`config.mk`:
```
export PLATFORM = sky130hd
export DESIGN_NAME = warp_coalescer
export DESIGN_NICKNAME = d
export VERILOG_FILES = /design/src/rtl/coal_pkg.sv /design/src/rtl/coal_strict_check.sv /design/src/rtl/coal_seg_pick.sv /design/src/rtl/coal_lane_pick.sv /design/src/rtl/warp_coalescer.sv
export SDC_FILE = /design/constraint.sdc
export NUM_CORES = 2
export LEC_CHECK = 0
export BUFFER_PORTS_ARGS = -buffer_cell sky130_fd_sc_hd__buf_2
export CORE_UTILIZATION = 40
export DETAILED_ROUTE_END_ITERATION = 6
export PLACE_DENSITY = 0.58
export SYNTH_ARGS = -nofsm -noshare
export SYNTH_HDL_FRONTEND = slang
export SYNTH_SLANG_ARGS = --single-unit
```
`constraint.sdc`:
```
create_clock -name clk_i -period 65.1 [get_ports clk_i]
set_input_delay 3.255 -clock clk_i [delete_from_list [all_inputs] [get_ports clk_i]]
set_output_delay 3.255 -clock clk_i [all_outputs]
set_load 0.005 [all_outputs]
```
`src/rtl/coal_pkg.sv`:
```
package coal_pkg;
  typedef enum logic {
    MODE_STRICT  = 1'b0,
    MODE_RELAXED = 1'b1
  } coal_mode_e;
endpackage

```
`src/rtl/coal_strict_check.sv`:
```
module coal_strict_check #(
  parameter int LANES      = 16,
  parameter int AW         = 32,
  parameter int WORD_BYTES = 4,
  parameter int SEG_BYTES  = 64
) (
  input  logic [LANES-1:0]    active_i,
  input  logic [LANES*AW-1:0] addr_i,
  output logic                coalesce_o
);
  localparam int OFFW = $clog2(SEG_BYTES);
  localparam int SEGW = AW - OFFW;

  logic [SEGW-1:0] ref_seg;

  always_comb begin
    // segment of the lowest enabled lane is the reference
    ref_seg = '0;
    for (int k = LANES - 1; k >= 0; k--) begin
      if (active_i[k]) ref_seg = addr_i[k*AW+OFFW +: SEGW];
    end
    coalesce_o = 1'b1;
    for (int k = 0; k < LANES; k++) begin
      if (active_i[k]) begin
        if (addr_i[k*AW +: OFFW] != OFFW'(k * WORD_BYTES)) coalesce_o = 1'b0;
        if (addr_i[k*AW+OFFW +: SEGW] != ref_seg) coalesce_o = 1'b0;
      end
    end
  end
endmodule

```
`src/rtl/coal_seg_pick.sv`:
```
module coal_seg_pick #(
  parameter int LANES     = 16,
  parameter int AW        = 32,
  parameter int SEG_BYTES = 64
) (
  input  logic [LANES-1:0]                   pend_i,
  input  logic [LANES*AW-1:0]                addr_i,
  output logic [AW-$clog2(SEG_BYTES)-1:0]    seg_o,
  output logic [LANES-1:0]                   mask_o
);
  localparam int OFFW = $clog2(SEG_BYTES);
  localparam int SEGW = AW - OFFW;

  logic [SEGW-1:0] min_seg;

  always_comb begin
    min_seg = '1;
    for (int k = 0; k < LANES; k++) begin
      if (pend_i[k] && (addr_i[k*AW+OFFW +: SEGW] < min_seg))
        min_seg = addr_i[k*AW+OFFW +: SEGW];
    end
  end

  for (genvar g = 0; g < LANES; g++) begin : g_match
    assign mask_o[g] = pend_i[g] && (addr_i[g*AW+OFFW +: SEGW] == min_seg);
  end

  assign seg_o = min_seg;
endmodule

```
`src/rtl/coal_lane_pick.sv`:
```
module coal_lane_pick #(
  parameter int LANES     = 16,
  parameter int AW        = 32,
  parameter int SEG_BYTES = 64
) (
  input  logic [LANES-1:0]                   pend_i,
  input  logic [LANES*AW-1:0]                addr_i,
  output logic [AW-$clog2(SEG_BYTES)-1:0]    seg_o,
  output logic [LANES-1:0]                   mask_o
);
  localparam int OFFW = $clog2(SEG_BYTES);
  localparam int SEGW = AW - OFFW;

  assign mask_o = pend_i & (~pend_i + LANES'(1));

  always_comb begin
    seg_o = '0;
    for (int k = 0; k < LANES; k++) begin
      if (mask_o[k]) seg_o = addr_i[k*AW+OFFW +: SEGW];
    end
  end
endmodule

```
`src/rtl/warp_coalescer.sv`:
```
module warp_coalescer #(
  parameter int LANES      = 16,
  parameter int AW         = 32,
  parameter int WORD_BYTES = 4,
  parameter int SEG_BYTES  = 64
) (
  input  logic                clk_i,
  input  logic                rst_ni,
  input  logic                req_valid_i,
  output logic                req_ready_o,
  input  logic                req_mode_i,
  input  logic [LANES-1:0]    req_active_i,
  input  logic [LANES*AW-1:0] req_addr_i,
  output logic                txn_valid_o,
  input  logic                txn_ready_i,
  output logic [AW-1:0]       txn_base_o,
  output logic [LANES-1:0]    txn_mask_o,
  output logic                txn_last_o
);
  import coal_pkg::*;

  localparam int OFFW = $clog2(SEG_BYTES);
  localparam int SEGW = AW - OFFW;

  logic [LANES-1:0]    pend_q;
  logic [LANES*AW-1:0] addr_q;
  coal_mode_e          mode_q;
  logic                coal_q;

  logic                strict_ok;
  logic [SEGW-1:0]     grp_seg, lane_seg, sel_seg;
  logic [LANES-1:0]    grp_mask, lane_mask, sel_mask;
  logic                accept, fire;

  coal_strict_check #(
    .LANES(LANES), .AW(AW), .WORD_BYTES(WORD_BYTES), .SEG_BYTES(SEG_BYTES)
  ) u_strict (
    .active_i  (req_active_i),
    .addr_i    (req_addr_i),
    .coalesce_o(strict_ok)
  );

  coal_seg_pick #(
    .LANES(LANES), .AW(AW), .SEG_BYTES(SEG_BYTES)
  ) u_seg (
    .pend_i(pend_q),
    .addr_i(addr_q),
    .seg_o (grp_seg),
    .mask_o(grp_mask)
  );

  coal_lane_pick #(
    .LANES(LANES), .AW(AW), .SEG_BYTES(SEG_BYTES)
  ) u_lane (
    .pend_i(pend_q),
    .addr_i(addr_q),
    .seg_o (lane_seg),
    .mask_o(lane_mask)
  );

  // strict-coalesced and relaxed both take the min-segment group
  always_comb begin
    if (mode_q == MODE_STRICT && !coal_q) begin
      sel_mask = lane_mask;
      sel_seg  = lane_seg;
    end else begin
      sel_mask = grp_mask;
      sel_seg  = grp_seg;
    end
  end

  assign req_ready_o = (pend_q == '0);
  assign accept      = req_valid_i && req_ready_o;
  assign txn_valid_o = (pend_q != '0);
  assign fire        = txn_valid_o && txn_ready_i;
  assign txn_mask_o  = sel_mask;
  assign txn_base_o  = {sel_seg, {OFFW{1'b0}}};
  assign txn_last_o  = ((pend_q & ~sel_mask) == '0);

  always_ff @(posedge clk_i or negedge rst_ni) begin
    if (!rst_ni) begin
      pend_q <= '0;
      addr_q <= '0;
      mode_q <= MODE_STRICT;
      coal_q <= 1'b0;
    end else if (accept) begin
      pend_q <= req_active_i;
      addr_q <= req_addr_i;
      mode_q <= coal_mode_e'(req_mode_i);
      coal_q <= strict_ok;
    end else if (fire) begin
      pend_q <= pend_q & ~sel_mask;
    end
  end

  a_r6_mask_valid: assert property (@(posedge clk_i) disable iff (!rst_ni)
    txn_valid_o |-> (txn_mask_o != '0) && ((txn_mask_o & ~pend_q) == '0));

  a_r3_single: assert property (@(posedge clk_i) disable iff (!rst_ni)
    (txn_valid_o && mode_q == MODE_STRICT && coal_q) |-> txn_last_o);

  a_r5_onehot: assert property (@(posedge clk_i) disable iff (!rst_ni)
    (txn_valid_o && mode_q == MODE_STRICT && !coal_q) |-> ($countones(txn_mask_o) == 1));

  a_r5_lane_order: assert property (@(posedge clk_i) disable iff (!rst_ni)
    (fire && !txn_last_o && mode_q == MODE_STRICT && !coal_q) |=> (txn_mask_o > $past(txn_mask_o)));

  a_r7_seg_order: assert property (@(posedge clk_i) disable iff (!rst_ni)
    (fire && !txn_last_o && mode_q == MODE_RELAXED) |=> (txn_base_o > $past(txn_base_o)));

  a_r9_hold: assert property (@(posedge clk_i) disable iff (!rst_ni)
    (txn_valid_o && !txn_ready_i) |=> txn_valid_o && $stable(txn_base_o) && $stable(txn_mask_o));

  a_r10_ready_after_last: assert property (@(posedge clk_i) disable iff (!rst_ni)
    (fire && txn_last_o) |=> req_ready_o);
endmodule

```
==> results.yml <==
yosys:
  ys_warn_count: 0
  synth_edf_count: 0
  ys_ff_latch: 434
  yosys-top-cells-count: "nand2_1, a21oi_1, nor2_1"
  synth_largest_area_cell: "dfrtp_1"
  ys_types: 120
  synth_area_mm2: 0.0485
  netlist_instances: 6764
  synth_area_leaders: "dfrtp_1, nand2_1, xnor2_1"
  synth-async-reset-ratio: 1.00
  yosys.area.top_type_share: 0.224
  syn_area_per_cell_um2: 7.17
  yosysSeqAreaShare: 0.224
  ys.flop_type: "dfrtp_1"
  synth.most_common_cell: "nand2_1"
setup_path:
  cp_slowest_cell: "mux2i_4"
  reg2reg_depth: 213
  critical_path.max_fanout: 61
  cp_num_cells: 214
  cpMostUsedCell: "a21oi_1"
  path_delay_family: "compound AO/OA/AOI/OAI gates"
  critPathLaunchType: "register"
  crit_type: "register to output port"
  cp-end-kind: "output port"
  crit_start: "pend_q[0]"
  r2r_setup_slack_ps: 16080
  worst-path-buf-inv: 21
  cpPeakStageDelay_ps: 1090
  critPathRequiredTime_ps: 61850
  r2r_end: "pend_q[5]"
  endpoint: "txn_last_o"
  worstPathArrival_ps: 50010
  r2r_start: "pend_q[0]"
grt:
  grt_pass1_vias: 53300
  grt_antenna_before_repair: 55
  grtUsageTotal: 0.530
  grt_max_degree: 208
  overflow: 0
  grt_pass1_wl_um: 447000
sta:
  tns_ps: 0
  period_share: 0.818
  setup_ws_ps: 11840
  skew_ps: 35.2
  setup_viol: 0
  hold_violations: 0
  tightest_slew_ps: 1380
  rsz0062_at_grt: "no"
  relSlewSlack: 0.0744
  drv_slew: 0
  layout_min_cycle_time_ps: 53260
  fmax_ghz: 0.0188
detailed_routing:
  drt_iter0_markers: 9510
  post-route-drc-count: 0
  drtPass1Iterations: 7
  wirelength_um: 336000
  antenna_left: 0
  vias: 58200
  wl_per_cell_um: 38.0
  viasPerCell: 6.60
floorplan:
  fp.dieW_um: 350
  core_mm2: 0.120
  initial_core_util: 0.404
  die_h_um: 350
  fp-row-count: 127
  io_pins: 584
  fp.dieArea_mm2: 0.123
clock_tree:
  cts_root_buf: "clkbuf_16"
  cts_max_level: 2
  cts.clk_slew.worst_paths_ps: 60
  hold_buffers: 0
  cts_sinks: 434
  cts_made_buffers: 58
  cts_tree: "built"
  clockBufferDepth: 3
  clk_latency_ps: 720
  post_cts.repair.setup_buffers: 0
  cts-resized-gates: 0
finish:
  final_nets: 7974
  drive_above_1_share: 0.140
  final_util: 0.462
  syn_to_final_growth_pct: 14.4
  fillers: 12500
placed_design:
  numPortBuffers: 577
  place_congestion: 1.14
  post-place-ws_ps: 14080
  dp_hpwl_um: 263000
status:
  status: "complete, no violations"
run:
  maxCapViolCount: 0
worst_hold_path:
  hold_class: "register to register"
-- how the worst min path moves through the flow --
stage / start / endpoint / slack, ps / depth (start not counted)
after floorplan: mode_q / mode_q / 460 / 2
after detailed placement: coal_q / coal_q / 500 / 1
after global routing: coal_q / coal_q / 560 / 1
final: coal_q / coal_q / 540 / 1
after global placement: coal_q / coal_q / 500 / 1
after CTS: coal_q / coal_q / 530 / 1
-- worst reg2reg max path, delay by kind of cell, from the launching register on --
family / cells / cell delay [ps]
compound gates: 101 / 22790
simple gates: 69 / 13200
buf+inv: 21 / 5400
fa+ha+maj: 16 / 4760
mux: 6 / 2460
flops: 1 / 320
-- cell usage in the layout, fill, tap and decap left out, types with 35 or more instances in the layout --
| cell | instances |
|---|---|
| a21oi_1 | 640 |
| a221o_1 | 57 |
| ha_1 | 321 |
| nor4_1 | 136 |
| buf_4 | 147 |
| nand4_1 | 151 |
| a211oi_1 | 36 |
| a21o_1 | 65 |
| nand2b_1 | 39 |
| nor3_1 | 56 |
| a31oi_1 | 39 |
| diode_2 | 43 |
| buf_2 | 575 |
| inv_1 | 306 |
| nand2_1 | 1363 |
| mux2i_1 | 35 |
| xor2_1 | 365 |
| nor2_1 | 644 |
| nor2b_1 | 70 |
| a22oi_1 | 64 |
| clkbuf_16 | 59 |
| nand3_1 | 91 |
| xnor2_1 | 464 |
| mux2_2 | 53 |
| dfrtp_1 | 434 |
| o21ai_0 | 323 |
| a221oi_1 | 72 |
-- registers in the layout, summed over array words and instances (netlist names) --
signal / flops
mode_q: 1
pend_q: 16
addr_q: 416
coal_q: 1
-- metal layers --
metal	vias to the layer above	GRT usage	routed length, um
met1	28000	0.636	123000
met5	-	0.0330	672
met4	51	0.432	32900
li1	24200	-	-
met2	4648	0.737	133000
met3	1258	0.215	46600
-- cells by family after synthesis --
logic type,synth area share
AO/OA/AOI/OAI,0.209
XOR/XNOR,0.150
adder cells (fa/ha/maj),0.0847
buffers and inverters,0.0604
flip-flops,0.224
multiplexers,0.0260
other,0.0000773
AND/OR/NAND/NOR,0.246
-- through the flow --
stage                     hold slack, ps  area [um^2]  std cells
after floorplan                      461        48500       6769
after global placement               497        53400       8672
after detailed placement             503        53400       8672
after CTS                            533        55400       8777
after global routing                 562        55400       8801
final                                537        55500       8820
-- cell type report --
class                      count  area (um^2)  area share
inverter                     306         1150      0.0207
tap                         1612         2020      0.0364
clock buffer                  72         1600      0.0288
multi-input combinational   5595        35300       0.637
sequential                   434        10900       0.196
timing repair buffer         725         4040      0.0728
clock inverter                33          377     0.00679
antenna                       43          108     0.00194
Power is left out: the tool's default activity adds up to more than one toggle a clock period on the data nets, which glitch-free logic cannot reach.
